[src/rtl/iqa_pkg.sv]
package iqa_pkg;
    typedef enum logic [1:0] {
        POL_DYN  = 2'b00,
        POL_PART = 2'b01,
        POL_THR  = 2'b10,
        POL_DYN2 = 2'b11
    } policy_e;

    typedef enum logic [1:0] {
        ST_INIT  = 2'b00,
        ST_RUN   = 2'b01,
        ST_REBAL = 2'b10
    } alloc_state_e;
endpackage

[src/rtl/iqa_limit_calc.sv]
module iqa_limit_calc
    import iqa_pkg::*;
#(
    parameter int NT    = 4,
    parameter int TOTAL = 32,
    parameter int CW    = $clog2(TOTAL + 1)
) (
    input  logic [1:0]       policy,
    input  logic [6:0]       pct,
    input  logic [NT-1:0]    mask,
    input  logic             use_mask,
    output logic [NT*CW-1:0] lim_flat
);
    localparam int PW = CW + 8;
    localparam int NW = $clog2(NT + 1);
    localparam logic [CW-1:0] TOT_C  = CW'(TOTAL);
    localparam logic [CW-1:0] PART_C = CW'(TOTAL / NT);

    logic [NW-1:0] nact;
    logic [6:0]    pct_c;
    logic [PW-1:0] prod;
    logic [CW-1:0] thr_base;
    logic [CW-1:0] part_share;

    always_comb begin
        nact = '0;
        for (int i = 0; i < NT; i++) begin
            nact = nact + NW'(mask[i]);
        end
        pct_c      = (pct > 7'd100) ? 7'd100 : pct;
        prod       = PW'(TOTAL) * PW'(pct_c);
        thr_base   = CW'(prod / PW'(100));
        part_share = (nact != '0) ? CW'(TOT_C / CW'(nact)) : PART_C;
    end

    for (genvar t = 0; t < NT; t++) begin : g_lim
        always_comb begin
            unique case (policy_e'(policy))
                POL_PART:
                    lim_flat[t*CW +: CW] = (use_mask && mask[t]) ? part_share : PART_C;
                POL_THR:
                    lim_flat[t*CW +: CW] = (use_mask && mask[t] && nact == NW'(1)) ? TOT_C : thr_base;
                default:
                    lim_flat[t*CW +: CW] = TOT_C;
            endcase
        end
    end
endmodule

[src/rtl/iqa_thread_ctr.sv]
module iqa_thread_ctr #(
    parameter int CW = 6
) (
    input  logic          clk,
    input  logic          rst_n,
    input  logic [CW-1:0] limit,
    input  logic          inc,
    input  logic          rel,
    input  logic          sqr,
    output logic [CW-1:0] cnt,
    output logic [CW-1:0] free,
    output logic          full,
    output logic [1:0]    dec_taken
);
    logic [1:0] dec_req;

    always_comb begin
        dec_req   = {1'b0, rel} + {1'b0, sqr};
        dec_taken = (cnt >= CW'(dec_req)) ? dec_req : cnt[1:0];
        free      = (limit > cnt) ? (limit - cnt) : '0;
        full      = (free == '0);
    end

    always_ff @(posedge clk or negedge rst_n) begin
        if (!rst_n) cnt <= '0;
        else        cnt <= cnt + CW'(inc) - CW'(dec_taken);
    end
endmodule

[src/rtl/iqa_alloc.sv]
module iqa_alloc
    import iqa_pkg::*;
#(
    parameter int NT    = 4,
    parameter int TOTAL = 32,
    parameter int CW    = $clog2(TOTAL + 1),
    parameter int TW    = (NT > 1) ? $clog2(NT) : 1
) (
    input  logic             clk,
    input  logic             rst_n,
    input  logic [1:0]       policy_sel,
    input  logic [6:0]       thr_pct,
    input  logic [NT-1:0]    active_mask,
    input  logic             ins_vld,
    input  logic [TW-1:0]    ins_tid,
    input  logic             rel_vld,
    input  logic [TW-1:0]    rel_tid,
    input  logic             sqr_vld,
    input  logic [TW-1:0]    sqr_tid,
    output logic [NT*CW-1:0] thr_free,
    output logic [NT-1:0]    thr_full,
    output logic             q_full,
    output logic             ovf_err
);
    localparam int SW = CW + 3;

    alloc_state_e  state_q, state_d;
    logic [NT-1:0] mask_q;
    logic [NT*CW-1:0] lim_q, lim_calc;
    logic [NT*CW-1:0] cnt_flat;
    logic [NT*2-1:0]  dec_flat;
    logic [CW-1:0] free_q;
    logic          ins_ok;
    logic [SW-1:0] dec_sum;

    iqa_limit_calc #(.NT(NT), .TOTAL(TOTAL), .CW(CW)) u_calc (
        .policy   (policy_sel),
        .pct      (thr_pct),
        .mask     (active_mask),
        .use_mask (state_q == ST_REBAL),
        .lim_flat (lim_calc)
    );

    assign q_full = (free_q == '0);
    assign ins_ok = ins_vld && !thr_full[ins_tid] && !q_full;

    for (genvar t = 0; t < NT; t++) begin : g_thr
        iqa_thread_ctr #(.CW(CW)) u_ctr (
            .clk       (clk),
            .rst_n     (rst_n),
            .limit     (lim_q[t*CW +: CW]),
            .inc       (ins_ok && ins_tid == TW'(t)),
            .rel       (rel_vld && rel_tid == TW'(t)),
            .sqr       (sqr_vld && sqr_tid == TW'(t)),
            .cnt       (cnt_flat[t*CW +: CW]),
            .free      (thr_free[t*CW +: CW]),
            .full      (thr_full[t]),
            .dec_taken (dec_flat[t*2 +: 2])
        );
    end

    always_comb begin
        dec_sum = '0;
        for (int i = 0; i < NT; i++) begin
            dec_sum = dec_sum + SW'(dec_flat[i*2 +: 2]);
        end
    end

    // next-state logic
    always_comb begin
        state_d = state_q;
        unique case (state_q)
            ST_INIT:  state_d = ST_RUN;
            ST_RUN:   if (active_mask != mask_q) state_d = ST_REBAL;
            ST_REBAL: state_d = ST_RUN;
            default:  state_d = ST_INIT;
        endcase
    end

    // state register
    always_ff @(posedge clk or negedge rst_n) begin
        if (!rst_n) state_q <= ST_INIT;
        else        state_q <= state_d;
    end

    // outputs and datapath registers
    always_ff @(posedge clk or negedge rst_n) begin
        if (!rst_n) begin
            lim_q   <= '0;
            mask_q  <= '0;
            free_q  <= CW'(TOTAL);
            ovf_err <= 1'b0;
        end else begin
            unique case (state_q)
                ST_INIT: begin
                    lim_q  <= lim_calc;
                    mask_q <= active_mask;
                end
                ST_RUN: begin
                    if (active_mask != mask_q) mask_q <= active_mask;
                end
                ST_REBAL: lim_q <= lim_calc;
                default: lim_q <= lim_q;
            endcase
            free_q  <= CW'(SW'(free_q) - SW'(ins_ok) + dec_sum);
            ovf_err <= ins_vld && !ins_ok;
        end
    end
endmodule

[config.mk]
export PLATFORM = sky130hd
export DESIGN_NAME = iqa_alloc
export DESIGN_NICKNAME = d
export VERILOG_FILES = /design/src/rtl/iqa_pkg.sv /design/src/rtl/iqa_limit_calc.sv /design/src/rtl/iqa_thread_ctr.sv /design/src/rtl/iqa_alloc.sv
export SDC_FILE = /design/constraint.sdc
export NUM_CORES = 1
export LEC_CHECK = 0
export BUFFER_PORTS_ARGS = -buffer_cell sky130_fd_sc_hd__buf_4
export CAP_MARGIN = 20
export CORE_MARGIN = 2
export CORE_UTILIZATION = 30
export CTS_CLUSTER_SIZE = 10
export DETAILED_ROUTE_END_ITERATION = 10
export GPL_TIMING_DRIVEN = 1
export SLEW_MARGIN = 0
export SYNTH_ARGS = -nofsm -noshare
export SYNTH_HDL_FRONTEND = slang
export SYNTH_SLANG_ARGS = --single-unit
[constraint.sdc]
create_clock -name clk -period 6.1 [get_ports clk]
set_input_delay 0.915 -clock clk [delete_from_list [all_inputs] [get_ports clk]]
set_output_delay 0.915 -clock clk [all_outputs]
set_load 0.01 [all_outputs]
# Yosys cells after proc, flatten, opt, wreduce, memory -nomap -nowiden
# Cells that the tools add are included.
dict set report word_totals {
  reg_bits 61
  word_cells 128
  input_bits 24
  out_inout_bits 30
}
dict set report classes {
  n_addsub 24
  mux 28
  n_div 2
  reduce_logical 39
  order_cmp 10
  n_eq_ne 16
}
# operator count
set ops {}
lappend ops {{$mux 6} 13}
lappend ops {{$pmux 6 s2} 4}
lappend ops {{$logic_not 6->1} 5}
lappend ops {{$add 6x1->6} 4}
lappend ops {{$ge 6x2->1} 4}
lappend ops {{$gt 6x6->1} 4}
lappend ops {{$sub 6x2->6} 4}
lappend ops {{$sub 6x6->6} 4}
lappend ops {{$logic_and 1x1->1} 23}
lappend ops {{$eq 2x2->1 const B} 8}
lappend ops {{$div 12x7->14 const B} 1}
lappend ops {{$add 1x1->2} 5}
lappend ops {{$eq 2x1->1 const B} 5}
lappend ops {{$mux 2} 5}
lappend ops {{$logic_not 2->1} 4}
lappend ops {{$pmux 4 s2} 1}
lappend ops {{$gt 7x7->1 const B} 1}
lappend ops {{$mux 7} 1}
lappend ops {{$add 3x1->3} 2}
lappend ops {{$add 6x6->6} 1}
lappend ops {{$div 6x3->6 const A} 1}
lappend ops {{$sub 6x1->6} 1}
lappend ops {{$add 4x2->5} 1}
lappend ops {{$add 3x2->4} 1}
lappend ops {{14 further kinds} 16}

# Logic depth before layout (Yosys ltp)
dict set report depth {
  word_depth 11
  depth_mapped 35
  ltp_nobuf 34
}

# Hierarchy
# A second synthesis with hierarchy kept.
dict set report hier_totals {
  cells_unflattened 887
  area_unflattened_um2 7871.3
}
# module instances seq_area_each_um2 area_per_inst_um2 cells_per_inst
set modules_own_cells {}
lappend modules_own_cells {iqa_thread_ctr 4 150.1 844.6 95}
lappend modules_own_cells {iqa_limit_calc 1 0.0 2572.5 357}
lappend modules_own_cells {iqa_alloc 1 927.1 1920.6 150}

# Worst setup path after synthesis
# Ideal clock, no wire load.
dict set report synth_timing {
  path_kind {input to register}
  from {input port active_mask[0]}
  to {register lim_q[0]}
  setup_slack_ns -1.909
  setup_time_ns 0.151
  t_arrival_ns 7.858
  n_path_buf 1
  stages 31
  t_required_ns 5.949
  cell_sequence {ha_1 inv_1 fa_1 ha_1 inv_1 ha_1 clkbuf_1 o21ba_2 o21ai_0 ha_1 o21bai_1 mux2_2 ha_1 a21oi_1 o21ai_0 ha_1 o21ai_0 nand2_1 a211oi_1 nor2_1 ha_1 a211o_1 a2111oi_0 nor2_1 a211oi_1 a21o_1 ha_1 nand2_1 o21ai_0 o21ai_0 o221ai_1}
}
dict set report synth_via {
  elab_chain_cells 7
  word_cells_on_any_way 12
  cone_classes {3 x add/sub; 1 x div; 1 x eq/ne; 4 x mux; 3 x reduce/logical}
}
# element line
set synth_lines {}
lappend synth_lines {{start, declared} iqa_alloc.sv:13} ;# input logic [NT-1:0] active_mask,
lappend synth_lines {{$add 1x1->2} iqa_limit_calc.sv:28} ;# nact = nact + NW'(mask[i]);
lappend synth_lines {{$add 3x1->3 (2 in a row)} iqa_limit_calc.sv:28}
lappend synth_lines {{$div 6x3->6, or another cell as far along} iqa_limit_calc.sv:33} ;# part_share = (nact != '0) ? CW'(TOT_C / CW'(nact)) : PART_C;
lappend synth_lines {{$mux 6 / $logic_and 1x1->1 (equally long branches)} {iqa_limit_calc.sv:33, iqa_limit_calc.sv:42}}
lappend synth_lines {{$mux 6 (on tied branches)} {iqa_limit_calc.sv:40, iqa_limit_calc.sv:42}}
lappend synth_lines {{$pmux 6 s2 (*)} iqa_limit_calc.sv:38} ;# unique case (policy_e'(policy))
lappend synth_lines {{end signal, assigned} iqa_alloc.sv:96} ;# lim_q <= lim_calc;
lappend synth_lines {{end signal, assigned} iqa_alloc.sv:102} ;# ST_REBAL: lim_q <= lim_calc;
lappend synth_lines {{end signal, assigned} iqa_alloc.sv:103} ;# default: lim_q <= lim_q;
lappend synth_lines {{end, declared} iqa_alloc.sv:29} ;# logic [NT*CW-1:0] lim_q, lim_calc;
# Mark *: on every way between the ends. The rest lies on a longest branch, timed or not.
# A chain may end at the register's enable or synchronous reset.

# Final worst setup path
dict set report layout_timing {
  from {input port active_mask[1]}
  to {register lim_q[18]}
}
dict set report layout_via {
  elab_chain_cells 7
  word_cells_on_any_way 11
  cone_classes {3 x add/sub; 1 x div; 1 x eq/ne; 4 x mux; 2 x reduce/logical}
}
# element line
set layout_lines {}
lappend layout_lines {{$add 1x1->2 (*)} iqa_limit_calc.sv:28}
lappend layout_lines {{$add 3x1->3 (*) (2 in a row)} iqa_limit_calc.sv:28}
lappend layout_lines {{$div 6x3->6, or another cell as far along} iqa_limit_calc.sv:33}
lappend layout_lines {{$mux 6 / $logic_and 1x1->1 (equally long branches)} {iqa_limit_calc.sv:33, iqa_limit_calc.sv:42}}
lappend layout_lines {{$mux 6 (on tied branches)} {iqa_limit_calc.sv:40, iqa_limit_calc.sv:42}}
lappend layout_lines {{$pmux 6 s2 (*)} iqa_limit_calc.sv:38}
# Marks and branches as above.

==> results.json <==
{
  "synth_edf_count": 0,
  "grt_pass1_wl_um": 29320,
  "syn-instance-count": 831,
  "io_buffers": 53,
  "setup_violations": 4,
  "start_kind": "input port",
  "synth-seq-cells": 61,
  "fp.dieW_um": 158.3,
  "fin_area_sq_um": 8981,
  "overflow": 0,
  "grt_pass1_vias": 6163,
  "power_density_nw_per_um2": 607.7,
  "min_path_cells": 2,
  "yosys_warnings": 0,
  "path_clk_slew_ns": 0.06,
  "wire_per_inst_um": 13.74,
  "slowest_delay_ns": 0.38,
  "gp_congestion": 0.8507,
  "synthAdderAreaFrac": 0.2389,
  "m1WireLength_um": 8130,
  "ant_nets": 0,
  "syn_area_per_cell_sq_um": 8.596,
  "drive_gt1_frac": 0.2176,
  "worst_slew_pin_slew_ns": 1.025,
  "slew-limit-headroom": 0.3079,
  "synthMuxAreaShare": 0.03451,
  "p_leak_nw": 4.376,
  "cts_tree": "done",
  "syn-num-nets": 983,
  "io_pins": 54,
  "async_flop_share": 1.000,
  "worstSetupEndpointType": "flip-flop",
  "worst-setup-path-type": "in2reg",
  "synthTopCellsByArea": "dfrtp_1 (21%), ha_1 (20%), inv_1 (5.9%)",
  "cts_buffers": 9,
  "synth-compound-area-share": 0.2307,
  "die_h_um": 158.3,
  "r2r_cells": 20,
  "yosys.area.top_type": "dfrtp_1",
  "slew_viol_final": 0,
  "crit_path_start": "active_mask[1]",
  "hold_ws_ns": 0.4911,
  "maxCapViolCount": 0,
  "wl_met3_um": 592,
  "dpl-instance-area_sq_um": 8383,
  "htree_levels": 3,
  "synth_top_flop_cell": "dfrtp_1",
  "synth_cell_types": 75,
  "timing.final.crit_share": 1.089,
  "netlist_area_sq_um": 7143,
  "wirelength_um": 17520,
  "clock_skew_ns": 0.006092,
  "antenna_found_initial": 0,
  "clockBufferDepth": 2,
  "yosys.area_share.simple": 0.1445,
  "critical_path_required_ns": 6.29,
  "slowest_stage": "fa_2",
  "start_util": 0.3052,
  "grt_max_degree": 62,
  "dp_hpwl_um": 13810,
  "cts_num_sinks": 61,
  "drtIter0Drc": 231,
  "rsz0062_at_grt": "yes",
  "core-area_sq_um": 23400,
  "ir_worst_vdd_v": 0.0003341,
  "clk-insertion-delay-late_ns": 0.33,
  "yosys.area_share.xor_xnor": 0.06131,
  "synth_top_family_by_area": "adder cells",
  "top_layer": "met4",
  "viasPerCell": 4.970,
  "finalHoldViolCount": 0,
  "seq_area_frac_synth": 0.2139,
  "period_needed_ns": 6.645,
  "layout.nets": 1103,
  "dr_wl_met2_um": 8504,
  "setup_slack_ns": -0.5448,
  "worst-path-max-fanout": 4,
  "drt_pass1_iterations": 4,
  "violations": "setup timing",
  "rows": 56,
  "arrival_ns": 6.83,
  "die_area_sq_um": 25060,
  "status": "finished with violations",
  "cp_common_cell": "ha_4",
  "synth_top_area_frac": 0.2102,
  "via_count": 6337,
  "min_from": "lim_q[12]$_DFFE_PN0P_",
  "area_growth_pct": 25.73,
  "grt_util_all_layers": 0.1437,
  "antennaDiodeCount": 0,
  "r2r_end": "free_q[5]$_DFF_PN1_",
  "cts_hold_buf": 0,
  "drc": 0,
  "hold_class": "reg2reg",
  "rrSetupSlack_ns": 1.11,
  "cts-root-buf": "clkbuf_16",
  "whs_endpoint": "lim_q[12]$_DFFE_PN0P_",
  "fmax_mhz": 150.5,
  "reg2reg_from": "g_thr[2].u_ctr.cnt[0]$_DFF_PN0_"
}
repair_timing:
item | CTS | global route
buffers inserted | 14 | 7
setup endpoints to repair | 8 | 9
pin swaps | 28 | 32
resized for setup | 18 | 14
placed cells by master, fill, tap and decap left out, types with 10 or more instances in the layout:
master / instances
xnor2_1: 25
fa_1: 13
xor2_1: 25
nor2_1: 46
o21ai_0: 35
a21o_1: 21
and2_1: 16
nor2b_1: 12
a21oi_1: 49
nand3_1: 13
inv_1: 110
a22o_1: 19
ha_1: 107
mux2_2: 12
mux2i_1: 10
nand2_1: 45
dfrtp_1: 60
o22ai_1: 14
buf_4: 128
worst max path at each step:
stage | to | slack, ns
6_report | lim_q[18]$_DFFE_PN0P_ | -0.54
2_1_floorplan | lim_q[0]$_DFFE_PN0P_ | -0.69
4_1_cts | lim_q[6]$_DFFE_PN0P_ | -0.46
3_5_place_dp | lim_q[6]$_DFFE_PN0P_ | -0.97
5_1_grt | lim_q[18]$_DFFE_PN0P_ | -0.83
3_3_place_gp | lim_q[6]$_DFFE_PN0P_ | -0.79
state kept, by name, indices dropped and copies added (netlist names):
name / count
g_thr.u_ctr.cnt: 24
lim_q: 24
free_q: 6
mask_q: 4
state_q: 2
ovf_err: 1
per-stage QoR:
step	setup slack [ns]	total power, mW	instances	TNS (ns)	utilization
finish	-0.5448	5.458	1275	-2.117	0.3838
global placement	-0.7882	4.676	1239	-4.772	0.3582
global route	-0.8271	6.067	1275	-3.948	0.3838
floorplan	-0.6905	3.575	831	-3.472	-
CTS	-0.4618	5.422	1269	-1.770	0.3788
detailed placement	-0.9732	4.743	1239	-6.079	0.3582
routing by layer:
| metal | vias to the layer above | GRT usage |
|---|---|---|
| met5 | - | 0 |
| met4 | 0 | 0.04076 |
| met3 | 21 | 0.01715 |
| met2 | 123 | 0.2495 |
| met1 | 2975 | 0.1880 |
| li1 | 3218 | - |
worst max-delay path: cells and delay by family:
kind,cells,cell delay (ns)
AND/OR/NAND/NOR,5,0.40
adder cells (fa/ha/maj),9,2.32
XOR/XNOR,1,0.13
AO/OA/AOI/OAI,13,2.45
multiplexers,1,0.30
buffers and inverters,4,0.31
synthesized netlist by cell type, drive strengths merged, types with 4 or more instances:
library cell / instances
a2111oi: 4
a211o: 4
a211oi: 8
a21boi: 5
a21o: 21
a21oi: 52
a22o: 19
a32oi: 4
a41oi: 5
and2: 16
and3: 6
buf: 12
clkbuf: 11
dfrtp: 60
fa: 14
ha: 114
inv: 113
mux2: 13
mux2i: 10
nand2: 46
nand2b: 9
nand3: 13
nand3b: 5
nor2: 49
nor2b: 12
nor3: 8
nor3b: 7
nor4: 6
o211a: 4
o211ai: 6
o21a: 5
o21ai: 41
o21bai: 10
o221ai: 4
o22ai: 17
or3: 4
xnor2: 25
xor2: 25
logic make-up (layout without fill, tap and decap cells):
logic type,Yosys count,in the layout
compound gates,236,236
simple gates,197,197
buf+inv,136,261
fa+ha+maj,128,128
flops,61,61
xor+xnor,50,50
mux,23,23
report_power, final:
group | leakage [nW] | internal, mW | switching (mW)
clock | 0.140 | 0.326 | 0.194
combinational | 3.49 | 2.05 | 2.13
sequential | 0.749 | 0.629 | 0.124
area by class of cell:
type	instances	area, sq um
Fill cell	2389	14420
Multi-Input combinational cell	634	5314
Sequential cell	61	1528
Timing Repair Buffer	132	1010
Inverter	113	429.2
Tap cell	319	399.1
Clock buffer	10	239.0
Clock inverter	6	62.56
Power figures use the tool's default switching activity.
